`src/rtl/mcc_pkg.sv`:
```
// Package: shared codes and the register address map of the front end.
// Assumes a 6-bit register address space.
package mcc_pkg;

    localparam int ADDR_W = 6;
    localparam int BUS_W  = 16;
    localparam int WORD_W = 2 * BUS_W;

    // per-field control codes; KEEP leaves the state as it is
    typedef enum logic [1:0] {
        CH_PAUSE  = 2'd0,
        CH_INIT   = 2'd1,
        CH_ENABLE = 2'd2,
        CH_KEEP   = 2'd3
    } ch_code_e;

    localparam logic [ADDR_W-1:0] A_STAGE     = 6'h00;
    localparam logic [ADDR_W-1:0] A_CHST      = 6'h01;
    localparam logic [ADDR_W-1:0] A_DCMD      = 6'h02;
    localparam logic [ADDR_W-1:0] A_PAGE_BASE = 6'h10;
    localparam logic [ADDR_W-1:0] A_TILE_BASE = 6'h20;

endpackage

```
`src/rtl/mcc_write_stage.sv`:
```
// Module: holds the sticky upper-half staging register, assembles 32-bit
// words, decodes the write address and issues direct commands.
// Assumes NCH <= 16 and NPAIR <= 16 so the address ranges do not overlap.
module mcc_write_stage
    import mcc_pkg::*;
#(
    parameter int NCH   = 8,
    parameter int NPAIR = 4
) (
    input  logic                clk,
    input  logic                rst_n,
    input  logic                wr_en,
    input  logic [ADDR_W-1:0]   wr_addr,
    input  logic [BUS_W-1:0]    wr_data,
    output logic [BUS_W-1:0]    stage_q,
    output logic [WORD_W-1:0]   word,
    output logic                sel_chst,
    output logic [NCH-1:0]      sel_page,
    output logic [NPAIR-1:0]    sel_tile,
    output logic                dcmd_valid,
    output logic [WORD_W-1:0]   dcmd_word
);

    logic sel_stage;
    logic sel_dcmd;

    // word seen by every controller register: staged upper half plus bus data
    assign word = {stage_q, wr_data};

    // address decode of the write bus
    always_comb begin
        sel_stage = wr_en && (wr_addr == A_STAGE);
        sel_chst  = wr_en && (wr_addr == A_CHST);
        sel_dcmd  = wr_en && (wr_addr == A_DCMD);
        for (int i = 0; i < NCH; i++) begin
            sel_page[i] = wr_en && (wr_addr == (A_PAGE_BASE + ADDR_W'(i)));
        end
        for (int p = 0; p < NPAIR; p++) begin
            sel_tile[p] = wr_en && (wr_addr == (A_TILE_BASE + ADDR_W'(p)));
        end
    end

    // staging register: changed only by its own address, never cleared by use
    always_ff @(posedge clk) begin
        if (!rst_n) begin
            stage_q <= '0;
        end else if (sel_stage) begin
            stage_q <= wr_data;
        end
    end

    // direct command: word held on the lines, strobe for one cycle
    always_ff @(posedge clk) begin
        if (!rst_n) begin
            dcmd_valid <= 1'b0;
            dcmd_word  <= '0;
        end else begin
            dcmd_valid <= sel_dcmd;
            if (sel_dcmd) begin
                dcmd_word <= word;
            end
        end
    end

endmodule

```
`src/rtl/mcc_field_ctl.sv`:
```
// Module: one channel control field (pause/init/enable) with an entry strobe
// into init. Assumes code KEEP means no change.
module mcc_field_ctl
    import mcc_pkg::*;
(
    input  logic        clk,
    input  logic        rst_n,
    input  logic        load,
    input  logic [1:0]  code,
    output logic [1:0]  state,
    output logic        init_pulse
);

    logic enter_init;

    // a new init only counts when the field is not already in init
    assign enter_init = load && (code == CH_INIT) && (state != CH_INIT);

    // state register and aligned init strobe
    always_ff @(posedge clk) begin
        if (!rst_n) begin
            state      <= CH_PAUSE;
            init_pulse <= 1'b0;
        end else begin
            init_pulse <= enter_init;
            if (load && (code != CH_KEEP)) begin
                state <= code;
            end
        end
    end

endmodule

```
`src/rtl/mcc_param_bank.sv`:
```
// Module: per-channel start pages and per-pair tiling words.
// Assumes PG_W <= 16 so a start page fits in the lower bus half.
module mcc_param_bank
    import mcc_pkg::*;
#(
    parameter int NCH   = 8,
    parameter int NPAIR = 4,
    parameter int PG_W  = 12
) (
    input  logic                    clk,
    input  logic                    rst_n,
    input  logic [WORD_W-1:0]       word,
    input  logic [NCH-1:0]          sel_page,
    input  logic [NPAIR-1:0]        sel_tile,
    output logic [NCH*PG_W-1:0]     start_page,
    output logic [NPAIR*8-1:0]      tile_bursts,
    output logic [NPAIR*8-1:0]      tile_shift,
    output logic [NPAIR*16-1:0]     tile_span
);

    for (genvar i = 0; i < NCH; i++) begin : g_page
        // start page of channel i
        always_ff @(posedge clk) begin
            if (!rst_n) begin
                start_page[i*PG_W +: PG_W] <= '0;
            end else if (sel_page[i]) begin
                start_page[i*PG_W +: PG_W] <= word[PG_W-1:0];
            end
        end
    end

    for (genvar p = 0; p < NPAIR; p++) begin : g_tile
        // tiling fields of channel pair p
        always_ff @(posedge clk) begin
            if (!rst_n) begin
                tile_bursts[p*8 +: 8]  <= '0;
                tile_shift[p*8 +: 8]   <= '0;
                tile_span[p*16 +: 16]  <= '0;
            end else if (sel_tile[p]) begin
                tile_bursts[p*8 +: 8]  <= word[7:0];
                tile_shift[p*8 +: 8]   <= word[15:8];
                tile_span[p*16 +: 16]  <= word[31:16];
            end
        end
    end

endmodule

```
`src/rtl/mcc_page_counter.sv`:
```
// Module: free-running wrap-around counters of page-read and page-write
// commands. Assumes at most one event of each kind per cycle.
module mcc_page_counter #(
    parameter int CNT_W = 8
) (
    input  logic              clk,
    input  logic              rst_n,
    input  logic              pg_wr_evt,
    input  logic              pg_rd_evt,
    output logic [CNT_W-1:0]  wr_cnt,
    output logic [CNT_W-1:0]  rd_cnt
);

    // count both event kinds independently
    always_ff @(posedge clk) begin
        if (!rst_n) begin
            wr_cnt <= '0;
            rd_cnt <= '0;
        end else begin
            if (pg_wr_evt) wr_cnt <= wr_cnt + 1'b1;
            if (pg_rd_evt) rd_cnt <= rd_cnt + 1'b1;
        end
    end

endmodule

```
`src/rtl/memctl_regfront.sv`:
```
// Module: top of the register front end. Presents 32-bit memory-controller
// control registers over a 16-bit bus and returns read-back data.
// Assumes NCH is even and NCH <= 8 so all state fields sit in [15:0].
module memctl_regfront
    import mcc_pkg::*;
#(
    parameter int NCH   = 8,
    parameter int PG_W  = 12,
    parameter int CNT_W = 8
) (
    input  logic                          clk,
    input  logic                          rst_n,
    input  logic                          wr_en,
    input  logic [5:0]                    wr_addr,
    input  logic [15:0]                   wr_data,
    input  logic [5:0]                    rd_addr,
    output logic [15:0]                   rd_data,
    input  logic                          pg_wr_evt,
    input  logic                          pg_rd_evt,
    output logic [2*NCH-1:0]              ch_state,
    output logic [NCH-1:0]                ch_init_pulse,
    output logic [1:0]                    refresh_state,
    output logic                          dcmd_valid,
    output logic [31:0]                   dcmd_word,
    output logic [NCH*PG_W-1:0]           start_page,
    output logic [(NCH/2)*8-1:0]          tile_bursts,
    output logic [(NCH/2)*8-1:0]          tile_shift,
    output logic [(NCH/2)*16-1:0]         tile_span
);

    localparam int NPAIR = NCH / 2;

    logic [BUS_W-1:0]  stage_q;
    logic [WORD_W-1:0] word;
    logic              sel_chst;
    logic [NCH-1:0]    sel_page;
    logic [NPAIR-1:0]  sel_tile;
    logic [CNT_W-1:0]  wr_cnt_q;
    logic [CNT_W-1:0]  rd_cnt_q;

    mcc_write_stage #(.NCH(NCH), .NPAIR(NPAIR)) u_stage (
        .clk        (clk),
        .rst_n      (rst_n),
        .wr_en      (wr_en),
        .wr_addr    (wr_addr),
        .wr_data    (wr_data),
        .stage_q    (stage_q),
        .word       (word),
        .sel_chst   (sel_chst),
        .sel_page   (sel_page),
        .sel_tile   (sel_tile),
        .dcmd_valid (dcmd_valid),
        .dcmd_word  (dcmd_word)
    );

    for (genvar n = 0; n < NCH; n++) begin : g_chan
        mcc_field_ctl u_field (
            .clk        (clk),
            .rst_n      (rst_n),
            .load       (sel_chst),
            .code       (word[2*n +: 2]),
            .state      (ch_state[2*n +: 2]),
            .init_pulse (ch_init_pulse[n])
        );
    end

    // refresh control field, taken from the staged upper half
    always_ff @(posedge clk) begin
        if (!rst_n) begin
            refresh_state <= CH_PAUSE;
        end else if (sel_chst && (word[17:16] != CH_KEEP)) begin
            refresh_state <= word[17:16];
        end
    end

    mcc_param_bank #(.NCH(NCH), .NPAIR(NPAIR), .PG_W(PG_W)) u_params (
        .clk         (clk),
        .rst_n       (rst_n),
        .word        (word),
        .sel_page    (sel_page),
        .sel_tile    (sel_tile),
        .start_page  (start_page),
        .tile_bursts (tile_bursts),
        .tile_shift  (tile_shift),
        .tile_span   (tile_span)
    );

    mcc_page_counter #(.CNT_W(CNT_W)) u_count (
        .clk       (clk),
        .rst_n     (rst_n),
        .pg_wr_evt (pg_wr_evt),
        .pg_rd_evt (pg_rd_evt),
        .wr_cnt    (wr_cnt_q),
        .rd_cnt    (rd_cnt_q)
    );

    // read-back multiplexer
    always_comb begin
        rd_data = '0;
        if (rd_addr == A_STAGE) rd_data = stage_q;
        if (rd_addr == A_CHST)  rd_data = 16'(ch_state);
        if (rd_addr == A_DCMD)  rd_data = {rd_cnt_q, wr_cnt_q};
        for (int i = 0; i < NCH; i++) begin
            if (rd_addr == (A_PAGE_BASE + ADDR_W'(i))) begin
                rd_data = 16'(start_page[i*PG_W +: PG_W]);
            end
        end
        for (int p = 0; p < NPAIR; p++) begin
            if (rd_addr == (A_TILE_BASE + ADDR_W'(p))) begin
                rd_data = {tile_shift[p*8 +: 8], tile_bursts[p*8 +: 8]};
            end
        end
    end

endmodule

```
`config.mk`:
```
export PLATFORM = sky130hd
export DESIGN_NAME = memctl_regfront
export DESIGN_NICKNAME = d
export VERILOG_FILES = /design/src/rtl/mcc_pkg.sv /design/src/rtl/mcc_write_stage.sv /design/src/rtl/mcc_field_ctl.sv /design/src/rtl/mcc_param_bank.sv /design/src/rtl/mcc_page_counter.sv /design/src/rtl/memctl_regfront.sv
export SDC_FILE = /design/constraint.sdc
export NUM_CORES = 1
export LEC_CHECK = 0
export CAP_MARGIN = 40
export CORE_AREA = 8 8 172 174
export CTS_BUF_LIST = sky130_fd_sc_hd__clkbuf_8
export CTS_CLUSTER_DIAMETER = 120
export DETAILED_ROUTE_END_ITERATION = 10
export DIE_AREA = 0 0 180 182
export GPL_TIMING_DRIVEN = 0
export PLACE_DENSITY = 0.91
export SLEW_MARGIN = 20
export SYNTH_ARGS = -nofsm -noshare
export SYNTH_HDL_FRONTEND = slang
export SYNTH_SLANG_ARGS = --single-unit
```
`constraint.sdc`:
```
create_clock -name clk -period 3.28 [get_ports clk]
set_clock_uncertainty 0.2 [all_clocks]
set_input_delay 0.656 -clock clk [delete_from_list [all_inputs] [get_ports clk]]
set_output_delay 0.656 -clock clk [all_outputs]
set_load 0.02 [all_outputs]
```
==> results of run 1 <==
-- power by group through the flow --
| stage | clock [W] | sequential, W | combinational [W] |
|---|---|---|---|
| 3_5_place_dp | 0 | 0.00395 | 0.000448 |
| 5_1_grt | 0.00382 | 0.00386 | 0.000530 |
| 3_3_place_gp | 0 | 0.00395 | 0.000441 |
| 2_1_floorplan | 0 | 0.00395 | 0.000243 |
| 4_1_cts | 0.00365 | 0.00386 | 0.000479 |
| 6_report | 0.00367 | 0.00386 | 0.000518 |
-- metrics by stage --
| stage | util | instances | setup TNS [ps] | instance area (um^2) |
|---|---|---|---|---|
| 2_1_floorplan | - | 1563 | 0 | 13800 |
| 3_3_place_gp | 0.651 | 2216 | -27720 | 17400 |
| 3_5_place_dp | 0.652 | 2218 | -25930 | 17400 |
| 4_1_cts | 0.714 | 2326 | -3080 | 19000 |
| 5_1_grt | 0.723 | 2334 | -3640 | 19300 |
| 6_report | 0.723 | 2334 | -3740 | 19300 |
-- path summary, 6_finish.rpt --
check / from / end / slack, ps / cells past startpoint
worst max-delay path: rd_addr[3] / rd_data[11] / -340 / 11
worst max register to register: u_count.rd_cnt[3] / u_count.rd_cnt[7] / 1660 / 4
worst min-delay path: u_params.tile_span[24] / u_params.tile_span[24] / 260 / 2
worst min register to register: u_params.tile_span[24] / u_params.tile_span[24] / 260 / 2
-- worst max-delay path: cells and delay by family --
kind,cells,cell delay [ps]
AND/OR/NAND/NOR,3,970
AO/OA/AOI/OAI,3,510
buffers and inverters,5,630
-- synthesized netlist by cell type (3+ instances only) --
library cell / number
nor2_1: 32
nand2_1: 376
a21boi_1: 11
a22oi_1: 16
mux2i_1: 90
a221oi_1: 40
and3_1: 3
o41ai_2: 3
nor2_2: 6
and2_1: 11
buf_6: 4
xnor2_1: 8
nor2b_1: 99
nor3_1: 8
clkbuf_1: 120
buf_1: 3
nand4_1: 8
dfxtp_1: 315
nand2b_1: 5
o221a_2: 27
o22ai_1: 12
o21ai_0: 15
nor4b_1: 8
and2_0: 4
nand3b_1: 4
or3_1: 9
a222oi_1: 4
buf_4: 10
nand3_1: 36
o211ai_1: 9
o31ai_1: 11
buf_2: 22
a221o_1: 8
a31oi_1: 9
a21boi_0: 179
-- metal layers --
metal  vias up  global-route usage  share of wire
met5         -                   0              0
met4         0               0.219          0.069
met3       277              0.0958           0.12
met2      1119               0.538           0.45
met1      6864               0.396           0.37
li1       6198                   -              -
-- area by class of cell --
class,count,area (um^2)
buffer,152,739
tap,341,427
timing repair buffer,347,3420
multi-input combinational,1088,7270
fill,1902,7370
inverter,1,3.75
sequential,315,6310
clock inverter,17,105
clock buffer,73,1000
-- repair_timing --
| item | in CTS | in global routing |
|---|---|---|
| setup endpoints to repair | 16 | 16 |
| setup buffers | 21 | 7 |
| gates resized for setup | 215 | 44 |
| cloned | 3 | 0 |
| pin swaps | 33 | 23 |
-- registers in the layout (all words and copies together), names as in the netlist --
name / flops
u_count.rd_cnt: 8
g_chan.u_field.init_pulse: 8
u_stage.dcmd_valid: 1
u_stage.dcmd_word: 32
u_params.tile_bursts: 32
refresh_state: 2
u_params.start_page: 96
u_params.tile_shift: 32
u_stage.stage_q: 16
u_params.tile_span: 64
g_chan.u_field.state: 16
u_count.wr_cnt: 8
-- logic make-up (layout without fill, tap and decap cells) --
logic type      Yosys count  count (layout)
fa+ha+maj                 2               2
buf+inv                 160             590
xor+xnor                 10              10
mux                      90              90
simple gates            633             633
compound gates          353             353
flops                   315             315
==> metrics.cfg, run 1 <==
[outcome]
outcome = finished, violations left
violations = setup timing

[clock_network]
cts_buffer_depth = 3
cts_root_buf = clkbuf_8
clk_latency_ps = 600
cts_hold_buf = 0
cts.sinks = 315
clk_pin_slew_ps = 60
numCtsBuffers = 50
htreeDepth = 2
cts_tree = done

[routing]
drc = 0
drt_iter0_drc = 1787
vias_per_cell = 6.19
firstDrtPassIters = 5
ant_nets = 0
wl_um = 59000
via_count = 14500
wl_per_cell_um = 25.3

[run]
max_cap_viol_count = 0

[synth]
async_reset_ff_frac = 0
synth_nets = 1598
ys.flop_type = dfxtp_1
yosysTopAreaCell = dfxtp_1
yosys_register_bits = 315
synthTopCellsByArea = dfxtp_1 46%, nand2_1 10%, a21boi_0 9.7%
ys_warn_count = 0
synth_fa_ha_area_frac = 0.00181
synth_cells = 1563
avgSynthCellArea_um2 = 8.83
synth_xor_area_frac = 0.00635
yosysUniqueCellTypes = 63
synth_top_area_frac = 0.457
synth_mux_area_frac = 0.0653
synth_compound_area_frac = 0.204
netlist_area_mm2 = 0.0138
synthSimpleGateAreaFrac = 0.215
synth_top_family_by_area = simple AND/OR/NAND/NOR gates
synth_edf_count = 0
ys_seq_area_frac = 0.457

[sta]
holdWs_ps = 260
post-route-period-util = 1.11
timing.final.ws_setup_ps = -344
setup_viol = 15
maxSlewHeadroom = 0.386
drv_slew = 0
fmax_ghz = 0.276
tightest_slew_ps = 920
hold_violations = 0
timing.final.crit_period_ps = 3620
rsz0062_at_grt = yes

[pwr]
swShare = 0.247
peakVddDrop_v = 0.000294
p_sw_w = 0.00199
seqPwrFrac = 0.480
p_leak_nw = 6.77
comb_power_share = 0.064
p_total_w = 0.00805
internal_power_w = 0.00607
powerDensity_mw_per_mm2 = 418
clkPwrFrac = 0.456

[cells_and_area]
diodes = 0
area_delta_synth_final_pct = 39.7
final_common_cell = nand2_1
drive_gt1_frac = 0.142
mostFrequentLayoutCells = 375 x nand2_1, 315 x dfxtp_1, 290 x clkdlybuf4s50_1, 179 x a21boi_0, 111 x clkbuf_1
final_nets = 1990

[setup_path]
end_kind = output port
path_cells = buf_8 > buf_6 > or4b_4 > nor2_4 > buf_6 > buf_6 > a221oi_2 > o211ai_1 > nand3_2 > a31oi_4 > buf_6
start_kind = input port
critPathRequiredTime_ps = 2420
arrival_ps = 2770
crit_top_cell = buf_6
critical_path_peak_fanout = 5
slowest_delay_ps = 590
slowest_stage = or4b_4
path_class = in2out

[placed_design]
place.gp.congestion = 1.00
dp_hpwl_um = 42600
place_ws_ps = -1450
portBuffers = 312

[floorplan]
die_y_um = 182
coreArea_mm2 = 0.0267
io_pins = 332
start_util = 0.518
rows = 60
dieArea_mm2 = 0.0328
die_w_um = 180

[global_route]
grt_pass1_vias = 14100
grt_max_degree = 14
grt_overflow = 0
grt_first_pass_wirelength_um = 85900
track_usage = 0.338
antenna_found_initial = 0

[hold_path]
hp-class = reg2reg

Power figures use the tool's default switching activity.
==> run 2, diff against run 1 <==
SLEW_MARGIN = default   (was 20)
==> metrics.cfg, run 2 (synthesized netlist as in run 1, its figures left out) <==
[global_route]
grt_overflow = 0  ; unchanged
antenna_found_initial = 1  ; +1
grt_max_degree = 13  ; -1
grt_pass1_vias = 13900  ; -1.6%
grt_first_pass_wirelength_um = 84300  ; -2.0%
track_usage = 0.332  ; -0.00628

[setup_path]
path_class = in2out
critical_path_peak_fanout = 7  ; +2
slowest_stage = or4_4
end_kind = output port
r2r_slack_ps = 1690  ; +30 ps
arrival_ps = 2710  ; -60 ps
slowest_delay_ps = 610  ; +20 ps
path_cells = buf_8 > or4_4 > nor2_4 > buf_6 > a221oi_1 > o211ai_1 > nand3_2 > a31oi_2 > buf_4
start_kind = input port
critPathRequiredTime_ps = 2420  ; about the same

[cells_and_area]
area_delta_synth_final_pct = 39.7  ; about the same
largest_register = u_params.start_page
drive_gt1_frac = 0.141  ; -0.00101
reg.largest.list = u_params.start_page (96), u_params.tile_span (64)
fin_cells = 2327  ; -0.30%
largest_reg_flops = 96  ; unchanged
final_common_cell = nand2_1
mostFrequentLayoutCells = 374 x nand2_1, 315 x dfxtp_1, 290 x clkdlybuf4s50_1, 179 x a21boi_0, 110 x clkbuf_1
diodes = 0  ; unchanged
final_nets = 1987  ; -0.15%

[sta]
hold_violations = 0  ; unchanged
fmax_ghz = 0.280  ; +1.6%
drv_slew = 0  ; unchanged
maxSlewHeadroom = 0.345  ; -0.0415
post-route-period-util = 1.09  ; -0.0176
tightest_slew_ps = 983  ; +62.2 ps
setup_viol = 15  ; unchanged
rsz0062_at_grt = yes
holdWs_ps = 259  ; -0.956 ps
timing.final.crit_period_ps = 3570  ; -57.7 ps
timing.final.ws_setup_ps = -287  ; +57.7 ps

[outcome]
violations = setup timing
outcome = finished, violations left

[clock_network]
cts.sinks = 315  ; unchanged
cts_buffer_depth = 3  ; unchanged
htreeDepth = 2  ; unchanged
cts_hold_buf = 0  ; unchanged
clk_pin_slew_ps = 60  ; about the same
cts_root_buf = clkbuf_8
clk_latency_ps = 580  ; -20 ps
numCtsBuffers = 49  ; -2.0%
cts_tree = done

[floorplan]
die_w_um = 180  ; unchanged
die_y_um = 182  ; unchanged
rows = 60  ; unchanged
io_pins = 332  ; unchanged
start_util = 0.518  ; unchanged
coreArea_mm2 = 0.0267  ; unchanged
dieArea_mm2 = 0.0328  ; unchanged

[placed_design]
portBuffers = 312  ; unchanged
dp_cells = 2218  ; unchanged
place.gp.congestion = 1.00  ; unchanged
dp_hpwl_um = 42300  ; -0.56%

[run]
max_cap_viol_count = 0  ; unchanged

[pwr]
p_leak_nw = 6.75  ; -0.31%
powerDensity_mw_per_mm2 = 405  ; -3.0%
peakVddDrop_v = 0.000289  ; -1.5%

[routing]
drt_iter0_drc = 1627  ; -9.0%
firstDrtPassIters = 6  ; +1
vias_per_cell = 6.15  ; -0.75%
via_count = 14300  ; -1.0%
wl_um = 58500  ; -0.92%
ant_nets = 0  ; unchanged
wl_per_cell_um = 25.1  ; -0.63%
drc = 0  ; unchanged

[hold_path]
hp-class = reg2reg

-- run 2: worst max-delay path, delay by kind of cell --
kind                   cells  cell delay [ps]
buffers and inverters      3              440
AOI/OAI and AO/OA          3              650
and+or+nand+nor            3              960
-- run 2: final timing paths --
path,startpoint,end,cells after the start
worst max-delay path,rd_addr[2],rd_data[9],9
worst min-delay path,u_params.tile_span[24],u_params.tile_span[24],2
worst max register to register,u_count.rd_cnt[2],u_count.rd_cnt[5],3
worst min register to register,u_params.tile_span[24],u_params.tile_span[24],2
-- run 2: cell type report --
type                    instances  area, um^2
fillers                      1884        7370
multi-input cells            1088        7380
clock inverters                24         161
repair buffers                344        3410
plain buffers                 153         756
well taps                     341         427
flip-flops and latches        315        6310
clock buffers                  61         840
inverters                       1        3.75
-- run 2: what timing repair did --
item,in CTS,in global routing
resized for setup,203,86
setup endpoints to repair,16,16
buffers inserted,20,5
gates cloned,2,3
pin swaps,32,35
-- run 2: metal layers --
metal	share of wire	track usage	up-vias	routed length [um]
li1	-	-	6196	-
met1	0.37	0.395	6768	21400
met2	0.44	0.526	1065	26000
met3	0.12	0.0876	276	7120
met4	0.068	0.213	2	3990
met5	0.00019	0	-	11
-- run 2: power breakdown --
part	internal (W)	switching (W)	total, W
Clock	0.00183	0.00160	0.00343
Sequential	0.00384	0.0000217	0.00386
Combinational	0.000187	0.000332	0.000520
Total	0.00586	0.00195	0.00781
-- run 2: per-stage QoR --
stage	worst slack (ps)	cell area (um^2)	setup TNS, ps	util	total power (W)
final	-287	19300	-2490	0.724	0.00781
after global routing	-309	19300	-2810	0.724	0.00799
after CTS	-287	18900	-2810	0.708	0.00774
after detailed placement	-1450	17400	-26600	0.652	0.00439
after global placement	-1680	17400	-27720	0.651	0.00439
after floorplan	31.8	13800	0	-	0.00419
